**src/rtl/pcie_cmd_pkg.sv**
```systemverilog
package pcie_cmd_pkg;

   typedef enum logic [2:0] {
      RK_MEM_RD = 3'd0,
      RK_MEM_WR = 3'd1,
      RK_IO_RD  = 3'd2,
      RK_IO_WR  = 3'd3,
      RK_CFG    = 3'd4,
      RK_MSG    = 3'd5,
      RK_CPL    = 3'd6,
      RK_OTHER  = 3'd7
   } req_kind_e;

   // Bit positions inside the command word
   localparam int BIT_IO_EN     = 0;
   localparam int BIT_MEM_EN    = 1;
   localparam int BIT_BM_EN     = 2;
   localparam int BIT_PERR_RESP = 6;
   localparam int BIT_SERR_EN   = 8;
   localparam int BIT_INT_DIS   = 10;

   // Writable bits: 10, 8, 6, 2, 1, 0
   localparam int CMD_RW_MASK   = 'h0547;
   localparam int CMD_OFFSET    = 'h004;

   function automatic logic kind_is_mem(logic [2:0] k);
      return (k == RK_MEM_RD) || (k == RK_MEM_WR);
   endfunction

   function automatic logic kind_is_io(logic [2:0] k);
      return (k == RK_IO_RD) || (k == RK_IO_WR);
   endfunction

endpackage

```
**src/rtl/pcie_cmd_regfile.sv**
```systemverilog
module pcie_cmd_regfile #(
   parameter int DATA_W  = 16,
   parameter int ADDR_W  = 12,
   parameter int OFFSET  = 'h004,
   parameter int RW_MASK = 'h0547
) (
   input  logic              clk,
   input  logic              rst_n,
   input  logic              wr_en,
   input  logic              rd_en,
   input  logic [ADDR_W-1:0] addr,
   input  logic [DATA_W-1:0] wdata,
   input  logic [DATA_W/8-1:0] be,
   output logic [DATA_W-1:0] rd_data,
   output logic              rd_valid,
   output logic [DATA_W-1:0] cmd_value
);
   localparam int LANES = DATA_W / 8;
   localparam logic [ADDR_W-1:0] OFF_L  = ADDR_W'(OFFSET);
   localparam logic [DATA_W-1:0] MASK_L = DATA_W'(RW_MASK);

   logic hit;
   assign hit = (addr == OFF_L);

   // One storage byte per lane; fixed bits are never stored
   for (genvar l = 0; l < LANES; l++) begin : g_lane
      logic [7:0] byte_q;
      always_ff @(posedge clk or negedge rst_n) begin
         if (!rst_n) begin
            byte_q <= '0;
         end else if (wr_en && hit && be[l]) begin
            byte_q <= wdata[8*l +: 8] & MASK_L[8*l +: 8];
         end
      end
      assign cmd_value[8*l +: 8] = byte_q;
   end

   always_ff @(posedge clk or negedge rst_n) begin
      if (!rst_n) begin
         rd_valid <= 1'b0;
         rd_data  <= '0;
      end else begin
         rd_valid <= rd_en;
         if (rd_en) begin
            rd_data <= hit ? cmd_value : '0;
         end
      end
   end

   // an upper lane without its enable keeps its value
   a_r3_lane_hold: assert property (@(posedge clk) disable iff (!rst_n)
      (wr_en && !be[LANES-1]) |=> $stable(cmd_value[DATA_W-1 -: 8]));

   // writes to another offset leave the register alone
   a_r3_miss_hold: assert property (@(posedge clk) disable iff (!rst_n)
      (wr_en && !hit) |=> $stable(cmd_value));

   // fixed and reserved bits read back as zero
   a_r2_fixed_zero: assert property (@(posedge clk) disable iff (!rst_n)
      rd_valid |-> ((rd_data & ~MASK_L) == '0));

endmodule

```
**src/rtl/pcie_cmd_access_gate.sv**
```systemverilog
module pcie_cmd_access_gate
   import pcie_cmd_pkg::*;
#(
   parameter int KIND_W  = 3,
   parameter bit OUT_REG = 1'b0
) (
   input  logic              clk,
   input  logic              rst_n,
   input  logic              mem_en,
   input  logic              io_en,
   input  logic              bm_en,
   input  logic              perr_resp,
   input  logic              poison_mask,
   input  logic              in_valid,
   input  logic [KIND_W-1:0] in_kind,
   input  logic              in_poisoned,
   output logic              in_resp_valid,
   output logic              in_resp_ur,
   output logic              poison_req,
   input  logic              mst_valid,
   input  logic [KIND_W-1:0] mst_kind,
   output logic              mst_grant
);
   logic in_mem, in_io, space_off, poison_hit;
   logic out_gated, grant_d;

   assign in_mem     = kind_is_mem(in_kind);
   assign in_io      = kind_is_io(in_kind);
   assign space_off  = (in_mem && !mem_en) || (in_io && !io_en);
   assign poison_hit = in_valid && in_poisoned && (perr_resp || !poison_mask);

   always_ff @(posedge clk or negedge rst_n) begin
      if (!rst_n) begin
         in_resp_valid <= 1'b0;
         in_resp_ur    <= 1'b0;
         poison_req    <= 1'b0;
      end else begin
         in_resp_valid <= in_valid;
         in_resp_ur    <= in_valid && space_off;
         poison_req    <= poison_hit;
      end
   end

   // Only memory and I/O requests answer to bus-master enable
   assign out_gated = kind_is_mem(mst_kind) || kind_is_io(mst_kind);
   assign grant_d   = mst_valid && (!out_gated || bm_en);

   if (OUT_REG) begin : g_grant_reg
      always_ff @(posedge clk or negedge rst_n) begin
         if (!rst_n) mst_grant <= 1'b0;
         else        mst_grant <= grant_d;
      end
   end else begin : g_grant_comb
      assign mst_grant = grant_d;

      // completions always leave
      a_r5_cpl_pass: assert property (@(posedge clk) disable iff (!rst_n)
         (mst_valid && mst_kind == RK_CPL) |-> mst_grant);
      // memory and I/O stay inside while mastering is off
      a_r5_bm_block: assert property (@(posedge clk) disable iff (!rst_n)
         (mst_grant && !bm_en) |-> !(kind_is_mem(mst_kind) || kind_is_io(mst_kind)));
   end

   // disabled memory space refuses memory requests
   a_r4_mem_ur: assert property (@(posedge clk) disable iff (!rst_n)
      (in_valid && kind_is_mem(in_kind) && !mem_en) |=> in_resp_ur);
   // disabled I/O space refuses I/O requests
   a_r4_io_ur: assert property (@(posedge clk) disable iff (!rst_n)
      (in_valid && kind_is_io(in_kind) && !io_en) |=> in_resp_ur);
   // other kinds are never refused
   a_r4_other_ok: assert property (@(posedge clk) disable iff (!rst_n)
      (in_valid && !kind_is_mem(in_kind) && !kind_is_io(in_kind)) |=> !in_resp_ur);
   // masked poison with response off stays silent
   a_r10_masked: assert property (@(posedge clk) disable iff (!rst_n)
      (in_valid && in_poisoned && !perr_resp && poison_mask) |=> !poison_req);

endmodule

```
**src/rtl/pcie_cmd_intx_msg.sv**
```systemverilog
module pcie_cmd_intx_msg (
   input  logic clk,
   input  logic rst_n,
   input  logic line,
   input  logic int_dis,
   output logic assert_msg,
   output logic deassert_msg
);
   logic gated, asserted_q;

   assign gated = line && !int_dis;

   // The outstanding state follows the gated level; each change sends one message
   always_ff @(posedge clk or negedge rst_n) begin
      if (!rst_n) begin
         asserted_q   <= 1'b0;
         assert_msg   <= 1'b0;
         deassert_msg <= 1'b0;
      end else begin
         assert_msg   <= gated && !asserted_q;
         deassert_msg <= !gated && asserted_q;
         asserted_q   <= gated;
      end
   end

   // no assert message while disable was set
   a_r6_dis_blocks: assert property (@(posedge clk) disable iff (!rst_n)
      $past(int_dis) |-> !assert_msg);
   // two asserts never follow each other
   a_r7_no_double_assert: assert property (@(posedge clk) disable iff (!rst_n)
      assert_msg |=> !assert_msg);
   // two deasserts never follow each other
   a_r7_no_double_deassert: assert property (@(posedge clk) disable iff (!rst_n)
      deassert_msg |=> !deassert_msg);
   // the two messages never coincide
   a_r7_exclusive: assert property (@(posedge clk) disable iff (!rst_n)
      !(assert_msg && deassert_msg));

endmodule

```
**src/rtl/pcie_cmd_err_route.sv**
```systemverilog
module pcie_cmd_err_route #(
   parameter int N_SEV = 2
) (
   input  logic             clk,
   input  logic             rst_n,
   input  logic             serr_en,
   input  logic [N_SEV-1:0] det,
   input  logic [N_SEV-1:0] rep_en,
   output logic [N_SEV-1:0] msg
);
   for (genvar s = 0; s < N_SEV; s++) begin : g_sev
      always_ff @(posedge clk or negedge rst_n) begin
         if (!rst_n) msg[s] <= 1'b0;
         else        msg[s] <= det[s] && (serr_en || rep_en[s]);
      end

      // without either enable nothing is reported
      a_r9_silent: assert property (@(posedge clk) disable iff (!rst_n)
         (det[s] && !serr_en && !rep_en[s]) |=> !msg[s]);
   end

endmodule

```
**src/rtl/pcie_cmd_gate.sv**
```systemverilog
module pcie_cmd_gate
   import pcie_cmd_pkg::*;
#(
   parameter int DATA_W  = 16,
   parameter int ADDR_W  = 12,
   parameter int KIND_W  = 3,
   parameter bit OUT_REG = 1'b0
) (
   input  logic              clk,
   input  logic              rst_n,
   input  logic              cfg_wr_en,
   input  logic              cfg_rd_en,
   input  logic [ADDR_W-1:0] cfg_addr,
   input  logic [DATA_W-1:0] cfg_wdata,
   input  logic [DATA_W/8-1:0] cfg_be,
   output logic [DATA_W-1:0] cfg_rd_data,
   output logic              cfg_rd_valid,
   input  logic              in_req_valid,
   input  logic [KIND_W-1:0] in_req_kind,
   input  logic              in_req_poisoned,
   input  logic              poison_mask,
   output logic              in_resp_valid,
   output logic              in_resp_ur,
   output logic              poison_err_req,
   input  logic              mst_req_valid,
   input  logic [KIND_W-1:0] mst_req_kind,
   output logic              mst_grant,
   input  logic              intx_line,
   output logic              intx_assert_msg,
   output logic              intx_deassert_msg,
   input  logic              err_fatal_det,
   input  logic              err_nonfatal_det,
   input  logic              dctl_fatal_en,
   input  logic              dctl_nonfatal_en,
   output logic              err_fatal_msg,
   output logic              err_nonfatal_msg
);
   localparam int N_SEV = 2;

   initial begin
      assert (DATA_W % 8 == 0 && DATA_W >= 16)
         else $error("DATA_W must be a byte multiple of at least 16");
      assert (KIND_W == 3) else $error("KIND_W must be 3");
      assert (ADDR_W >= 3 && CMD_OFFSET < (1 << ADDR_W))
         else $error("ADDR_W too narrow for the register offset");
   end

   logic [DATA_W-1:0] cmd_value;
   logic [N_SEV-1:0]  err_msg;
   logic              unused_cmd_bits;

   pcie_cmd_regfile #(
      .DATA_W (DATA_W),
      .ADDR_W (ADDR_W),
      .OFFSET (CMD_OFFSET),
      .RW_MASK(CMD_RW_MASK)
   ) u_regs (
      .clk      (clk),
      .rst_n    (rst_n),
      .wr_en    (cfg_wr_en),
      .rd_en    (cfg_rd_en),
      .addr     (cfg_addr),
      .wdata    (cfg_wdata),
      .be       (cfg_be),
      .rd_data  (cfg_rd_data),
      .rd_valid (cfg_rd_valid),
      .cmd_value(cmd_value)
   );

   pcie_cmd_access_gate #(
      .KIND_W (KIND_W),
      .OUT_REG(OUT_REG)
   ) u_gate (
      .clk          (clk),
      .rst_n        (rst_n),
      .mem_en       (cmd_value[BIT_MEM_EN]),
      .io_en        (cmd_value[BIT_IO_EN]),
      .bm_en        (cmd_value[BIT_BM_EN]),
      .perr_resp    (cmd_value[BIT_PERR_RESP]),
      .poison_mask  (poison_mask),
      .in_valid     (in_req_valid),
      .in_kind      (in_req_kind),
      .in_poisoned  (in_req_poisoned),
      .in_resp_valid(in_resp_valid),
      .in_resp_ur   (in_resp_ur),
      .poison_req   (poison_err_req),
      .mst_valid    (mst_req_valid),
      .mst_kind     (mst_req_kind),
      .mst_grant    (mst_grant)
   );

   pcie_cmd_intx_msg u_intx (
      .clk         (clk),
      .rst_n       (rst_n),
      .line        (intx_line),
      .int_dis     (cmd_value[BIT_INT_DIS]),
      .assert_msg  (intx_assert_msg),
      .deassert_msg(intx_deassert_msg)
   );

   // Severity index 1 is fatal, 0 is non-fatal
   pcie_cmd_err_route #(
      .N_SEV(N_SEV)
   ) u_err (
      .clk    (clk),
      .rst_n  (rst_n),
      .serr_en(cmd_value[BIT_SERR_EN]),
      .det    ({err_fatal_det, err_nonfatal_det}),
      .rep_en ({dctl_fatal_en, dctl_nonfatal_en}),
      .msg    (err_msg)
   );

   assign err_fatal_msg    = err_msg[1];
   assign err_nonfatal_msg = err_msg[0];
   assign unused_cmd_bits  = ^cmd_value;

   // with disable cleared and the line held high, an outstanding
   // assertion exists or an assert message is on its way
   a_r8_reassert: assert property (@(posedge clk) disable iff (!rst_n)
      ($past(cmd_value[BIT_INT_DIS]) && !cmd_value[BIT_INT_DIS] && intx_line)
      |=> intx_assert_msg);

endmodule

```
**config.mk**
```make
export PLATFORM = sky130hd
export DESIGN_NAME = pcie_cmd_gate
export DESIGN_NICKNAME = d
export VERILOG_FILES = /design/src/rtl/pcie_cmd_pkg.sv /design/src/rtl/pcie_cmd_regfile.sv /design/src/rtl/pcie_cmd_access_gate.sv /design/src/rtl/pcie_cmd_intx_msg.sv /design/src/rtl/pcie_cmd_err_route.sv /design/src/rtl/pcie_cmd_gate.sv
export SDC_FILE = /design/constraint.sdc
export NUM_CORES = 1
export LEC_CHECK = 0
export BUFFER_PORTS_ARGS = -buffer_cell sky130_fd_sc_hd__clkbuf_2
export CAP_MARGIN = 15
export CORE_MARGIN = 2
export CORE_UTILIZATION = 38
export DETAILED_ROUTE_END_ITERATION = 7
export PLACE_DENSITY = 0.8
export REMOVE_ABC_BUFFERS = 1
export SYNTH_ARGS = -nofsm -noshare
export SYNTH_HDL_FRONTEND = slang
export SYNTH_SLANG_ARGS = --single-unit
```
**constraint.sdc**
```tcl
create_clock -name clk -period 1.3 [get_ports clk]
set_clock_uncertainty 0.15 [all_clocks]
set_input_delay 0.195 -clock clk [delete_from_list [all_inputs] [get_ports clk]]
set_output_delay 0.195 -clock clk [all_outputs]
set_load 0.01 [all_outputs]
```
; ---- Word-level counts from Yosys, hierarchy flattened
; Index checks and enable logic that the tools add are counted.
[word_totals]
ff_bits = 31
latchBits = 0
mem_bits_rw = 0
romBits = 0
output_inout_bits = 25
memories = 0
[op_classes]
addsub = 0
n_mul = 0
div_mod_pow = 0
order_cmp = 0
eq_ne = 7
n_shift = 0
n_mux = 1
bitwise = 0
n_reduce_logical = 33
[op_table]
columns = operator, count
row1 = $logic_and A1 B1 Y1, 14
row2 = $eq A12 B3 Y1 const B, 1
row3 = $eq A3 B2 Y1 const B, 4
row4 = $mux W11, 1
row5 = $logic_or A1 B1 Y1, 10
row6 = $logic_not A1 Y1, 7
row7 = $eq A3 B1 Y1 const B, 2
row8 = $logic_not A3 Y1, 2

; ---- Longest topological paths before layout
[depth]
word_depth = 6
depth_mapped = 3

; ---- Modules after synthesis
; A second synthesis with hierarchy kept.
[hier_totals]
hier_cells = 87
hier_area_um2 = 1028.5
[modules_own_cells]
columns = module, instances, cells_each, area_per_inst_um2, seq_area_each_um2
row1 = pcie_cmd_regfile, 1, 67, 735.7, 325.3
row2 = pcie_cmd_access_gate, 1, 9, 122.6, 75.1
row3 = pcie_cmd_intx_msg, 1, 7, 105.1, 75.1
row4 = pcie_cmd_err_route, 1, 4, 65.1, 50.0

; ---- Worst setup path before layout
; Ideal clock, no wire load.
[synth_timing]
kind = input port to flip-flop
startpoint = input cfg_addr[9]
endpoint = register u_regs.g_lane[0].byte_q[0]
setup_time_ps = 128
t_arrival_ps = 1009
t_required_ps = 1022
setup_slack_ps = 13
stages = 3
path_buffers = 0
cell_sequence = nor4_4 > nand4_2 > mux2_1
[synth_between]
elab_chain_cells = 3
[synth_rtl]
columns = element, line_no
row1 = "start, declared", pcie_cmd_gate.sv:13  ; input logic [ADDR_W-1:0] cfg_addr,
row2 = $eq A12 B3 Y1, pcie_cmd_regfile.sv:23  ; assign hit = (addr == OFF_L);
row3 = $logic_and A1 B1 Y1 (2 in a row), pcie_cmd_regfile.sv:31  ; end else if (wr_en && hit && be[l]) begin
row4 = "end signal, assigned", pcie_cmd_regfile.sv:32  ; byte_q <= wdata[8*l +: 8] & MASK_L[8*l +: 8];
row5 = "end, declared", pcie_cmd_regfile.sv:27  ; logic [7:0] byte_q;
; No other way between the ends.
; A chain may end at the register's enable or synchronous reset.

; ---- Worst setup path in the final report
[layout_timing]
startpoint = register u_regs.g_lane[0].byte_q[2]
endpoint = output mst_grant
[layout_between]
elab_chain_cells = 2
[layout_rtl]
columns = element, line_no
row1 = $logic_or A1 B1 Y1, pcie_cmd_access_gate.sv:46  ; assign grant_d = mst_valid && (!out_gated || bm_en);
row2 = $logic_and A1 B1 Y1, pcie_cmd_access_gate.sv:46
row3 = "end, declared", pcie_cmd_gate.sv:27  ; output logic mst_grant,
; No other way between the ends.

==> flow_summary_export.csv <==
group,metric,value,unit
pwr,p_per_area,844,nW/µm²
yosys,synth_compound_gate_area_share,0.0696,
critical_path,path_cells,"o21a_1 > clkbuf_2",
timing,slew_violations,0,
clock_network,htreeDepth,1,
yosys,synth_top_family_by_area,"simple AND/OR/NAND/NOR gates",
hold_path,holdCritPathClass,"primary input to flop",
place,place_hpwl,1.47,mm
critical_path,path_max_fanout,2,
timing,finalSetupViolCount,1,
global_routing,grt_max_degree,22,
route,routed_wl,2.23,mm
critical_path,cp.arrival,0.99,ns
timing,hold_violations,0,
yosys,synth_async_sr_flop_share,1.00,
finish,syn_to_final_growth,47.7,%
global_routing,grt_util_met1,0.187,
yosys,netlist_area,935,µm²
run_status,violations,"setup timing",
yosys,synth_cell_types,20,
timing,rsz0062_at_grt,"true",
run_status,outcome,"finished, violations left",
yosys,synth_seq_cells,21,
die,dieHeight,53.6,µm
clock_network,clk_path_buf_depth,2,
die,coreArea,2280,µm²
timing,layout_worst_path_cycle_share,1.03,
yosys,synth_warnings,0,
global_routing,grt_util_met2,0.278,
yosys,synthMostInstantiatedCell,"dfrtp_1",
global_routing,grt_pass1_vias,748,
timing,fin_ws,-0.0392,ns
yosys,yosysTopAreaCell,"dfrtp_1",
yosys,synth_area_per_cell,12.1,µm²
finish,fin_area,1380,µm²
global_routing,grt_use_total,0.172,
yosys,synthAdderAreaFrac,0,
yosys,synthFlopType,"dfrtp_1",
critical_path,cp_slowest_stage_delay,0.40,ns
global_routing,grt_pass1_wl,3.28,mm
clock_network,cts_tree,"built",
critical_path,cpMaxStageDelayCell,"dfrtp_1",
finish,fin_util,0.606,
critical_path,cp.required,0.95,ns
yosys,synth-simple-area-share,0.163,
yosys,synthMuxAreaShare,0.0843,
job,max_cap_viol_count,0,
route,viasPerCell,4.61,
finish,diodes,0,
timing,worst_slew_pin_slew,0.508,ns
pwr,ir_drop,0.721,mV
die,io_pins,74,
clock_network,cts_num_sinks,21,
global_routing,grt.overflow.total,0,
pwr,p_leak,0.724,nW
die,initial_core_util,0.411,
route,drtIter0Drc,5,
critical_path,path_buf_inv,1,
place,gp_congestion,0.744,
timing,setup_tns,-0.0392,ns
clock_network,cts_buffers,3,
clock_network,clkTransAtPathRegs,0.12,ns
global_routing,gr-max-usage-layer,"met2",
yosys,postSynthCellCount,77,
global_routing,antenna_found_initial,0,
timing,slew_headroom,0.661,
place,io_buffers,50,
timing,fmax,747,MHz
critical_path,critPathLaunchType,"flop",
critical_path,critical-path-top-delay-family,"flip-flops",
route,via_count,807,
yosys,synth_top_area_share,0.562,
route,wl_per_cell,12.8,µm
clock_network,cts_root_buf,"clkbuf_4",
route,final_antenna_net_count,0,
yosys,synthTopCellsByCount,"dfrtp_1 (21), buf_4 (10), inv_1 (8)",
place,place_area,1170,µm²
yosys,seq_area_frac_synth,0.562,
timing,whs,0.0269,ns
critical_path,setup.worst_path.class,"flop to output port",
finish,reg.largest.list,"u_regs.g_lane.byte_q: 6 flops, u_regs.rd_data: 6 flops, u_err.msg: 2 flops",
yosys,synth-edff-count,0,
route,drt_pre_antenna_iters,4,
critical_path,cp-end-kind,"output port",
die,rows,17,
yosys,synth_area_leaders,"dfrtp_1 (56%), buf_4 (8.0%), mux2_2 (4.8%), nor4_4 (4.6%), o22ai_1 (4.0%)",
clock_network,cts_resized,0,
die,fp.dieArea,2870,µm²
finish,final_nets,197,
clock_network,clk_latency,0.31,ns
yosys,synth_xor_area_frac,0,
global_routing,grt_util_met3,0.0556,
finish,fillers,173,
finish,drive_gt1_frac,0.429,
die,die_width,53.6,µm
timing,post-route-min-period,1.34,ns
route,drc,0,
[final timing paths]
check                                                start  slack (ns)  cells after the start           endpoint
worst max-delay path            u_regs.g_lane[0].byte_q[2]       -0.04                      2          mst_grant
worst min-delay path                        in_req_kind[1]        0.03                      3  u_gate.in_resp_ur
worst max register to register  u_regs.g_lane[0].byte_q[0]        0.21                      2  u_gate.in_resp_ur
worst min register to register           u_intx.asserted_q        0.26                      1  u_intx.assert_msg
max in group asynchronous                            rst_n        0.36                      2    u_regs.rd_valid
min in group asynchronous                            rst_n        0.30                      2  u_intx.assert_msg
[cell families (layout without fill, tap and decap cells)]
kind of cell / after synthesis / count (layout)
DFF: 21 / 21
and+or+nand+nor: 19 / 19
buffers and inverters: 19 / 80
AOI/OAI and AO/OA: 10 / 10
muxes: 7 / 7
other: 1 / 10
[metrics by stage]
| stage | power, mW | setup WS [ns] | std cells |
|---|---|---|---|
| after CTS | 1.17 | -0.0502 | 175 |
| final | 1.16 | -0.0392 | 175 |
| after floorplan | 0.725 | 0.0130 | 75 |
| after detailed placement | 0.820 | -0.223 | 153 |
| after global placement | 0.815 | -0.164 | 153 |
| after global routing | 1.23 | -0.102 | 175 |
[worst register-to-register path, cell delays in order, from the launching register on]
cell	delay, ns
dfrtp_1	0.42
mux2_2	0.27
nor3b_1	0.18
[where the power goes]
part	internal [mW]	switching, mW	leakage, nW
Sequential	0.667	0.00427	0.281
Clock	0.115	0.199	0.0177
Combinational	0.0938	0.0851	0.425
Total	0.876	0.289	0.724
[placed cells by master (no fill, tap or decap), types with 2 or more instances in the layout]
master         netlist  final
mux2_1               3      3
nand2_1              7      7
mux2_2               4      4
o21a_1               3      3
nor4_4               2      2
clkbuf_4             0      3
o22ai_1              6      6
dfrtp_1             21     21
clkbuf_2             0     50
conb_1               1     10
inv_1                8      8
dlygate4sd3_1        0     17
and2_1               3      3
[metal layers]
metal	wire length, µm	part of all wire
met1	781	0.35
met2	1120	0.50
met3	244	0.11
met4	87	0.039
met5	0	0
[layout make-up]
class / count / area, µm² / share of cell area
Tap cell: 28 / 35.0 / 0.0254
Sequential cell: 21 / 526 / 0.381
Timing Repair Buffer: 68 / 428 / 0.310
Inverter: 8 / 30.0 / 0.0218
Multi-Input combinational cell: 46 / 334 / 0.242
Clock buffer: 3 / 22.5 / 0.0163
Clock inverter: 1 / 5.00 / 0.00363
[timing repair]
item / CTS / global route
endpoints found under the setup margin: 1 / 1
pin swaps: 1 / 0
buffers inserted: 1 / 0
endpoints found under the hold margin: 35 / 0
hold buffers: 17 / 0
Power figures use the tool's default switching activity.
